===== src/rtl/uart_rx_resync_pkg.sv =====
`timescale 1ns/1ps
package uart_rx_resync_pkg;
  typedef enum logic [2:0] {
    RX_IDLE  = 3'd0,
    RX_START = 3'd1,
    RX_DATA  = 3'd2,
    RX_PAR   = 3'd3,
    RX_STOP  = 3'd4
  } rx_state_e;
endpackage


===== src/rtl/uart_rx_resync_sync.sv =====
`timescale 1ns/1ps
module uart_rx_resync_sync #(
  parameter int   STAGES  = 2,
  parameter logic RST_VAL = 1'b1
) (
  input  logic clk,
  input  logic rst_n,
  input  logic d,
  output logic q
);
  logic [STAGES-1:0] pipe_q;

  always_ff @(posedge clk or negedge rst_n) begin
    if (!rst_n) pipe_q <= {STAGES{RST_VAL}};
    else        pipe_q <= {pipe_q[STAGES-2:0], d};
  end

  assign q = pipe_q[STAGES-1];
endmodule


===== src/rtl/uart_rx_resync_fsm.sv =====
`timescale 1ns/1ps
module uart_rx_resync_fsm
  import uart_rx_resync_pkg::*;
#(
  parameter int DATA_W    = 8,
  parameter int OSR       = 8,
  parameter int SAMPLE_PT = 2
) (
  input  logic              clk,
  input  logic              rst_n,
  input  logic              tick,
  input  logic              rxd_s,
  input  logic              par_en,
  input  logic              par_odd,
  output logic              busy,
  output logic              done,
  output logic [DATA_W-1:0] word,
  output logic              stop_ok,
  output logic              par_bad
);
  localparam int CNT_W = $clog2(OSR);
  localparam int IDX_W = $clog2(DATA_W);

  rx_state_e         state_q, state_d;
  logic [CNT_W-1:0]  cnt_q, cnt_d;
  logic [IDX_W-1:0]  idx_q, idx_d;
  logic [DATA_W-1:0] sh_q, sh_d;
  logic              pbit_q, pbit_d;
  logic              rxd_q;
  logic              fall, at_samp, at_wrap;

  assign fall    = rxd_q & ~rxd_s;
  assign at_samp = tick && (cnt_q == CNT_W'(SAMPLE_PT));
  assign at_wrap = tick && (cnt_q == CNT_W'(OSR - 1));

  always_comb begin
    state_d = state_q;
    cnt_d   = cnt_q;
    idx_d   = idx_q;
    sh_d    = sh_q;
    pbit_d  = pbit_q;
    done    = 1'b0;
    if (state_q != RX_IDLE && tick)
      cnt_d = at_wrap ? '0 : cnt_q + 1'b1;
    case (state_q)
      RX_IDLE: begin
        if (fall) begin
          state_d = RX_START;
          cnt_d   = '0;
        end
      end
      RX_START: begin
        if (at_samp && rxd_s) state_d = RX_IDLE;
        else if (at_wrap) begin
          state_d = RX_DATA;
          idx_d   = '0;
        end
      end
      RX_DATA: begin
        if (at_samp) sh_d = {rxd_s, sh_q[DATA_W-1:1]};
        if (at_wrap) begin
          if (idx_q == IDX_W'(DATA_W - 1)) state_d = par_en ? RX_PAR : RX_STOP;
          else                             idx_d   = idx_q + 1'b1;
        end
      end
      RX_PAR: begin
        if (at_samp) pbit_d  = rxd_s;
        if (at_wrap) state_d = RX_STOP;
      end
      RX_STOP: begin
        if (at_samp) begin
          done    = 1'b1;
          state_d = RX_IDLE;
        end
      end
      default: state_d = RX_IDLE;
    endcase
  end

  always_ff @(posedge clk or negedge rst_n) begin
    if (!rst_n) begin
      state_q <= RX_IDLE;
      cnt_q   <= '0;
      idx_q   <= '0;
      sh_q    <= '0;
      pbit_q  <= 1'b0;
      rxd_q   <= 1'b1;
    end else begin
      state_q <= state_d;
      cnt_q   <= cnt_d;
      idx_q   <= idx_d;
      sh_q    <= sh_d;
      pbit_q  <= pbit_d;
      rxd_q   <= rxd_s;
    end
  end

  assign busy    = (state_q != RX_IDLE);
  assign word    = sh_q;
  assign stop_ok = rxd_s;
  assign par_bad = par_en & ((^sh_q ^ pbit_q) != par_odd);
endmodule


===== src/rtl/uart_rx_resync_hold.sv =====
`timescale 1ns/1ps
module uart_rx_resync_hold #(
  parameter int DATA_W = 8
) (
  input  logic              clk,
  input  logic              rst_n,
  input  logic              done,
  input  logic [DATA_W-1:0] word,
  input  logic              stop_ok,
  input  logic              par_bad,
  input  logic              rd,
  output logic [DATA_W-1:0] data,
  output logic              full,
  output logic              frame_err,
  output logic              overrun,
  output logic              par_err
);
  logic [DATA_W-1:0] data_q, data_d;
  logic full_q, full_d, fe_q, fe_d, ov_q, ov_d, pe_q, pe_d;
  logic still_full, accept, lose;

  assign still_full = full_q & ~rd;
  assign accept     = done & ~still_full;
  assign lose       = done & still_full;

  always_comb begin
    full_d = still_full | accept;
    data_d = accept ? word     : data_q;
    fe_d   = accept ? ~stop_ok : fe_q;
    pe_d   = accept ? par_bad  : pe_q;
    ov_d   = lose | (ov_q & ~rd);
  end

  always_ff @(posedge clk or negedge rst_n) begin
    if (!rst_n) begin
      data_q <= '0;
      full_q <= 1'b0;
      fe_q   <= 1'b0;
      ov_q   <= 1'b0;
      pe_q   <= 1'b0;
    end else begin
      data_q <= data_d;
      full_q <= full_d;
      fe_q   <= fe_d;
      ov_q   <= ov_d;
      pe_q   <= pe_d;
    end
  end

  assign data      = data_q;
  assign full      = full_q;
  assign frame_err = fe_q;
  assign overrun   = ov_q;
  assign par_err   = pe_q;
endmodule


===== src/rtl/uart_rx_resync.sv =====
`timescale 1ns/1ps
module uart_rx_resync #(
  parameter int DATA_W    = 8,
  parameter int OSR       = 8,
  parameter int SAMPLE_PT = 2,
  parameter int SYNC_LEN  = 2
) (
  input  logic              clk,
  input  logic              rst_n,
  input  logic              os_tick,
  input  logic              rxd_async,
  input  logic              par_en,
  input  logic              par_odd,
  input  logic              buf_rd,
  output logic [DATA_W-1:0] rx_data,
  output logic              full,
  output logic              active,
  output logic              frame_err,
  output logic              overrun,
  output logic              par_err
);
  logic              rst_i;
  logic              rxd_s;
  logic              done;
  logic [DATA_W-1:0] word;
  logic              stop_ok;
  logic              par_bad;

  uart_rx_resync_sync #(.STAGES(2), .RST_VAL(1'b0)) u_rst_sync (
    .clk(clk), .rst_n(rst_n), .d(1'b1), .q(rst_i)
  );

  uart_rx_resync_sync #(.STAGES(SYNC_LEN), .RST_VAL(1'b1)) u_rxd_sync (
    .clk(clk), .rst_n(rst_i), .d(rxd_async), .q(rxd_s)
  );

  uart_rx_resync_fsm #(.DATA_W(DATA_W), .OSR(OSR), .SAMPLE_PT(SAMPLE_PT)) u_fsm (
    .clk(clk), .rst_n(rst_i), .tick(os_tick), .rxd_s(rxd_s),
    .par_en(par_en), .par_odd(par_odd), .busy(active), .done(done),
    .word(word), .stop_ok(stop_ok), .par_bad(par_bad)
  );

  uart_rx_resync_hold #(.DATA_W(DATA_W)) u_hold (
    .clk(clk), .rst_n(rst_i), .done(done), .word(word), .stop_ok(stop_ok),
    .par_bad(par_bad), .rd(buf_rd), .data(rx_data), .full(full),
    .frame_err(frame_err), .overrun(overrun), .par_err(par_err)
  );
endmodule


===== config.mk =====
export PLATFORM = sky130hd
export DESIGN_NAME = uart_rx_resync
export DESIGN_NICKNAME = d
export VERILOG_FILES = /design/src/rtl/uart_rx_resync_pkg.sv /design/src/rtl/uart_rx_resync_sync.sv /design/src/rtl/uart_rx_resync_fsm.sv /design/src/rtl/uart_rx_resync_hold.sv /design/src/rtl/uart_rx_resync.sv
export SDC_FILE = /design/constraint.sdc
export NUM_CORES = 1
export LEC_CHECK = 0
export ABC_AREA = 1
export BUFFER_PORTS_ARGS = -buffer_cell sky130_fd_sc_hd__buf_2
export CORE_MARGIN = 1
export CORE_UTILIZATION = 40
export DETAILED_ROUTE_END_ITERATION = 10
export HOLD_SLACK_MARGIN = 0.02
export PLACE_DENSITY_LB_ADDON = 0.12
export SETUP_SLACK_MARGIN = 0.02
export SLEW_MARGIN = 20
export SYNTH_ARGS = -nofsm -noshare
export SYNTH_HDL_FRONTEND = slang
export SYNTH_SLANG_ARGS = --single-unit

===== constraint.sdc =====
create_clock -name clk -period 1.75 [get_ports clk]
set_input_delay 0.2625 -clock clk [delete_from_list [all_inputs] [get_ports clk]]
set_output_delay 0.2625 -clock clk [all_outputs]
set_load 0.05 [all_outputs]

Word level (Yosys, flattened, before mapping):

Cells that the tools add are included.

* bits in registers: 35
* input bits: 7
* output and inout bits: 13
* logic and storage cells: 76

* add/subtract/negate cells: 2
* equality and inequality tests: 17
* mux-type cells: 20
* bitwise gates (word level): 12
* reductions and logical operators: 12

Operators with widths (number)
* 3-bit 2-to-1 mux: 16
* 3-bit one-hot mux with 5 select lines: 1
* 2-bit by 1-bit inequality test with 1-bit output, second input constant: 6
* 3-bit by 2-bit equality test with 1-bit output, second input constant: 3
* 3-bit equality test, second input constant: 3
* 8-bit XOR reduction: 1
* 3-bit by 1-bit adder with 3-bit output, second input constant: 2
* 1-bit AND: 6
* 3-bit one-hot mux with 2 select lines: 1
* 6-bit AND reduction: 1
* 5-bit AND reduction: 1
* 1-bit logical AND: 4
* 2-bit inequality test, second input constant: 2
* 2-bit AND reduction: 2
* 3-bit by 1-bit equality test with 1-bit output, second input constant: 1
* 3-bit zero test: 1
* 3-bit by 1-bit inequality test with 1-bit output, second input constant: 1
* 1-bit NOT: 3
* 3-bit nonzero test: 1
* 1-bit 2-to-1 mux: 2
* 1-bit OR: 2
* 2-bit nonzero test: 1
* 1-bit inequality test: 1
* 1-bit XOR: 1

Depth between registers and ports, before layout:

* depth in word-level cells: 6
* depth in mapped cells: 11
* mapped depth without buffers: 11

Hierarchy:

From an unflattened synthesis, not the netlist that was laid out.

* cell total of the unflattened synthesis: 203
* area total of the unflattened synthesis: 1736.7 µm²

By module, submodules not included
* uart_rx_resync_fsm: times used 1, cells each 146, area an instance 1146.1 µm², seq. area each 476.7 µm²
* uart_rx_resync_hold: times used 1, cells each 52, area an instance 484.2 µm², seq. area each 300.3 µm²
* uart_rx_resync_sync (u_rxd_sync): times used 1, cells each 2, area an instance 52.6 µm², seq. area each 52.6 µm²
* uart_rx_resync_sync (u_rst_sync): times used 1, cells each 2, area an instance 50.0 µm², seq. area each 50.0 µm²
* uart_rx_resync: times used 1, cells each 1, area an instance 3.8 µm², seq. area each 0.0 µm²

Worst setup path after synthesis:

No wires, ideal clock.

* path type: register to register
* start: register u_fsm.state_q[0]
* end: register u_fsm.cnt_q[2]
* library setup time: 139 ps
* arrival: 1293 ps
* required time: 1611 ps
* slack: 318 ps
* cell stages (with the launch flop): 5
* buffers on the path: 0
* clock period less this slack: 1432 ps
* path through: dfrtp_1 > inv_2 > nand3_2 > nor3b_1 > a211oi_1

* cells in the longest elaborated chain, start to end: 5
* elaborated cells on any way between the ends: 6
* classes of those cells: 3 x mux; 3 x reduce/logical

Ends and longest elaborated chain
* from (decl): line uart_rx_resync_fsm.sv:24 `rx_state_e state_q, state_d;`
* from (signal assigned): line uart_rx_resync_fsm.sv:89 `state_q <= state_d;`
* 3-bit nonzero test (*)
* named net active: line uart_rx_resync.sv:17 `output logic active,`
* 1-bit logical AND (*): line uart_rx_resync_fsm.sv:43 `if (state_q != RX_IDLE && tick)`
* 3-bit 2-to-1 mux (*): line uart_rx_resync_fsm.sv:43
* 3-bit 2-to-1 mux: line uart_rx_resync_fsm.sv:47 `if (fall) begin`
* 3-bit 2-to-1 mux (*): line uart_rx_resync_fsm.sv:45 `case (state_q)`
* named net u_fsm.cnt_d[2]: line uart_rx_resync_fsm.sv:25 `logic [CNT_W-1:0] cnt_q, cnt_d;`
* to (signal assigned): line uart_rx_resync_fsm.sv:90 `cnt_q <= cnt_d;`
* to (decl): line uart_rx_resync_fsm.sv:25

Mark *: on every way through the listed nets, which the timed path passes. The rest lies on a longest branch.
A chain may end at the register's enable or synchronous reset.

Final worst setup path:

* start: register u_fsm.state_q[0]
* end: output active

* cells in the longest elaborated chain, start to end: 1

Ends and longest elaborated chain
* 3-bit nonzero test: line uart_rx_resync_fsm.sv:98 `assign busy = (state_q != RX_IDLE);`
* to (decl): line uart_rx_resync.sv:17

Every way passes these cells.

==> impl_metrics.xml <==
<?xml version="1.0" encoding="UTF-8"?>
<metrics>
  <group name="critical_path">
    <metric name="critical_path.max_stage_delay" unit="ns">0.49</metric>
    <metric name="cp.required" unit="ns">1.49</metric>
    <metric name="crit_path_top_delay_cell" unit="">sky130_fd_sc_hd__dfrtp_1</metric>
    <metric name="critPathMaxFanout" unit="">5</metric>
    <metric name="critical_path.cell_chain" unit="">inv_2, nand3_2, buf_2</metric>
    <metric name="timing.critical_path.arrival" unit="ns">1.29</metric>
    <metric name="critPathLaunchType" unit="">flop</metric>
    <metric name="critical_path.endpoint_type" unit="">output pin</metric>
    <metric name="path_class" unit="">reg -&gt; out</metric>
  </group>
  <group name="yosys">
    <metric name="synthMostInstantiatedCell" unit="">sky130_fd_sc_hd__nand2_1</metric>
    <metric name="synth-seq-cells" unit="">35</metric>
    <metric name="synth_async_sr_flop_share" unit="%">100</metric>
    <metric name="yosys.area.top_type_share" unit="%">48.0</metric>
    <metric name="netlist-cell-type-count" unit="">27</metric>
    <metric name="mappedNetlistArea" unit="um^2">1670</metric>
    <metric name="synth_instances" unit="">194</metric>
    <metric name="netlist_top_cells_area" unit="">sky130_fd_sc_hd__dfrtp_1 (48%), sky130_fd_sc_hd__nand2_1 (14%), sky130_fd_sc_hd__o21ai_1 (6.6%)</metric>
    <metric name="postSynth.topFlopCell" unit="">sky130_fd_sc_hd__dfrtp_1</metric>
    <metric name="yosysTopAreaCell" unit="">sky130_fd_sc_hd__dfrtp_1</metric>
    <metric name="mappedNetlistNets" unit="">206</metric>
    <metric name="part_of_the_yosys_area_used_for_sequential_elements" unit="%">52.8</metric>
    <metric name="synth_commonest_cells" unit="">sky130_fd_sc_hd__nand2_1 (60), sky130_fd_sc_hd__dfrtp_1 (32), sky130_fd_sc_hd__o21ai_1 (22), sky130_fd_sc_hd__inv_1 (20), sky130_fd_sc_hd__nand3_1 (11)</metric>
    <metric name="synth_warnings" unit="">0</metric>
    <metric name="synth-edff-count" unit="">0</metric>
    <metric name="syn_area_per_cell" unit="um^2">8.59</metric>
  </group>
  <group name="die">
    <metric name="die_outline_area" unit="um^2">4430</metric>
    <metric name="pin_count" unit="">20</metric>
    <metric name="core.rowCount" unit="">23</metric>
    <metric name="initial_utilization" unit="%">41.7</metric>
    <metric name="fp.dieH" unit="um">66.6</metric>
    <metric name="fp.coreArea" unit="um^2">4000</metric>
    <metric name="chipWidth" unit="um">66.6</metric>
  </group>
  <group name="timing">
    <metric name="final_hold_viol_count" unit="">0</metric>
    <metric name="finalWorstPathRequiredPeriod" unit="ns">1.55</metric>
    <metric name="timing.final.setup_violations" unit="">0</metric>
    <metric name="holdWs" unit="ns">0.0682</metric>
    <metric name="fin_crit_sh" unit="%">88.6</metric>
    <metric name="worst_clock_skew" unit="ns">0.00557</metric>
    <metric name="timing.fmax" unit="MHz">645</metric>
    <metric name="setup-tns-final" unit="ns">0</metric>
    <metric name="max_slew_violation_count" unit="">0</metric>
    <metric name="setup_repair_after_global_routing_missed_its_margin" unit="">no</metric>
  </group>
  <group name="global_routing">
    <metric name="aggregate_global_route_resource_usage" unit="%">16.5</metric>
    <metric name="overflow" unit="">0</metric>
    <metric name="first_global_vias" unit="">1260</metric>
    <metric name="first_pass_grt_wire_length" unit="mm">5.30</metric>
    <metric name="initial_antenna_violation_count" unit="">0</metric>
    <metric name="pin_count_of_the_biggest_net_entering_global_routing" unit="">34</metric>
  </group>
  <group name="clock_tree">
    <metric name="cts_htree_levels" unit="">2</metric>
    <metric name="clk_latency" unit="ns">0.29</metric>
    <metric name="clock_tree.root_cell" unit="">sky130_fd_sc_hd__clkbuf_8</metric>
    <metric name="ctsHoldBuffers" unit="">1</metric>
    <metric name="postCtsSetupBuffers" unit="">0</metric>
    <metric name="clkSinkCount" unit="">35</metric>
    <metric name="register_clock_pin_slew_on_the_reported_worst_setup_and_hold_paths" unit="ns">0.07</metric>
    <metric name="cts_tree" unit="">yes</metric>
    <metric name="cts.repair.resized" unit="">0</metric>
    <metric name="cts_max_path_buffers" unit="">2</metric>
    <metric name="tritoncts.num_buffers" unit="">5</metric>
  </group>
  <group name="placed_design">
    <metric name="hpwl" unit="mm">2.24</metric>
    <metric name="finalWeightedCongestion" unit="">0.931</metric>
    <metric name="placedCellCount" unit="">263</metric>
    <metric name="port-buffer-count" unit="">19</metric>
  </group>
  <group name="power">
    <metric name="fin_total_pwr" unit="mW">2.64</metric>
    <metric name="ir_worst_vdd" unit="mV">0.690</metric>
    <metric name="powerDensity" unit="nW/um^2">1350</metric>
    <metric name="cellLeakagePower" unit="nW">0.999</metric>
  </group>
  <group name="final_layout">
    <metric name="drive_gt1_share" unit="%">22.5</metric>
    <metric name="final_util" unit="%">48.9</metric>
    <metric name="instances_no_fill" unit="">272</metric>
    <metric name="insertedDiodeCount" unit="">0</metric>
    <metric name="area_growth" unit="%">17.3</metric>
    <metric name="final_net_count" unit="">233</metric>
    <metric name="filler_cell_count" unit="">383</metric>
  </group>
  <group name="routing">
    <metric name="ant_nets_after_route" unit="">0</metric>
    <metric name="wire_per_inst" unit="um">11.4</metric>
    <metric name="detailedRoute.firstPassIterationCount" unit="">5</metric>
    <metric name="route.vias.total" unit="">1292</metric>
    <metric name="iteration_0_drc_markers" unit="">51</metric>
    <metric name="drc_errors" unit="">0</metric>
    <metric name="avgViaCountPerCell" unit="">4.75</metric>
    <metric name="wirelength" unit="mm">3.09</metric>
  </group>
  <group name="run_status">
    <metric name="run_status" unit="">finished clean</metric>
  </group>
  <group name="flow_run">
    <metric name="number_of_maximum_capacitance_violations" unit="">0</metric>
  </group>
  <group name="min_path">
    <metric name="min_path_type" unit="">in -&gt; reg</metric>
  </group>
</metrics>
==> cell families (layout without fill, tap and decap cells) <==
| group | count (synthesis) | after routing | share of synthesized area, % |
|---|---|---|---|
| compound gates | 32 | 32 | 10.4 |
| xor+xnor | 5 | 5 | 2.63 |
| fa+ha+maj | 5 | 5 | 3.75 |
| buf+inv | 28 | 56 | 6.46 |
| flops | 35 | 35 | 52.8 |
| other cells | 1 | 1 | 0.225 |
| simple gates | 88 | 88 | 23.8 |
==> layout by cell type, fill, tap and decap left out, types with 2 or more instances in the layout <==
| cell type | Yosys | layout |
|---|---|---|
| sky130_fd_sc_hd__nand2_2 | 5 | 5 |
| sky130_fd_sc_hd__o21ai_0 | 3 | 3 |
| sky130_fd_sc_hd__a21oi_1 | 3 | 3 |
| sky130_fd_sc_hd__buf_2 | 2 | 19 |
| sky130_fd_sc_hd__nor2_1 | 5 | 5 |
| sky130_fd_sc_hd__dfrtp_1 | 32 | 32 |
| sky130_fd_sc_hd__clkbuf_8 | 0 | 5 |
| sky130_fd_sc_hd__xor2_1 | 2 | 2 |
| sky130_fd_sc_hd__inv_2 | 5 | 5 |
| sky130_fd_sc_hd__ha_1 | 5 | 5 |
| sky130_fd_sc_hd__xnor2_1 | 3 | 3 |
| sky130_fd_sc_hd__o21ai_1 | 22 | 22 |
| sky130_fd_sc_hd__dfstp_2 | 3 | 3 |
| sky130_fd_sc_hd__inv_1 | 20 | 20 |
| sky130_fd_sc_hd__nand2_1 | 60 | 60 |
| sky130_fd_sc_hd__a211oi_1 | 2 | 2 |
| sky130_fd_sc_hd__nand3_1 | 11 | 11 |
| sky130_fd_sc_hd__buf_4 | 0 | 3 |
==> power breakdown <==
part	switching, mW	leakage, nW	internal, mW	total (mW)
combinational	0.567	0.478	0.303	0.870
clock	0.289	0.0581	0.424	0.713
sequential	0.123	0.463	0.935	1.06
==> critical path, delay by kind of cell, from the launching register on <==
family	cells	cell delay [ns]
flip-flops	1	0.49
AND/OR/NAND/NOR	1	0.15
buffers and inverters	2	0.37
==> per-stage QoR <==
| step | setup slack (ns) | area [um^2] |
|---|---|---|
| finish | 0.199 | 1960 |
| global route | 0.0766 | 1960 |
| CTS | 0.186 | 1960 |
| detailed placement | 0.267 | 1830 |
| global placement | 0.313 | 1830 |
| floorplan | 0.318 | 1670 |
==> area by class of cell <==
type                       instances  area (um^2)  area share (%)
sequential                        35          880            45.0
clock buffer                       5         68.8            3.52
inverter                          25         93.8            4.80
clock inverter                     3         43.8            2.24
tap                               50         62.6            3.20
multi-input combinational        131          679            34.7
timing repair buffer              23          128            6.53
==> final timing paths <==
path,startpoint,endpoint,slack (ns),depth (start not counted)
hold / removal,rxd_async,u_rxd_sync.pipe_q[0],0.07,1
setup reg to reg,u_fsm.cnt_q[0],u_fsm.idx_q[2],0.24,10
hold reg to reg,u_rst_sync.pipe_q[1],u_hold.data[7],0.27,1
setup / recovery,u_fsm.state_q[0],active,0.20,3
max in group asynchronous,u_rst_sync.pipe_q[1],u_fsm.rxd_q,1.13,1
min in group asynchronous,u_rst_sync.pipe_q[1],u_hold.data[7],0.27,1
==> layer usage <==
layer	up-vias	GRT usage (%)	share of wire (%)
met1	589	20.2	48
li1	667	-	-
met5	-	0	0
met4	0	6.91	0.91
met2	32	26.0	46
met3	4	5.99	4.9
==> state kept, by name, summed over array words and instances, names as in the netlist, 2 cells and up <==
| name | count |
|---|---|
| u_fsm.cnt_q | 3 |
| u_fsm.idx_q | 3 |
| u_hold.data | 8 |
| u_rxd_sync.pipe_q | 2 |
| u_fsm.word | 8 |
| u_rst_sync.pipe_q | 2 |
| u_fsm.state_q | 3 |
No activity file was read; power rests on OpenSTA's default activity.
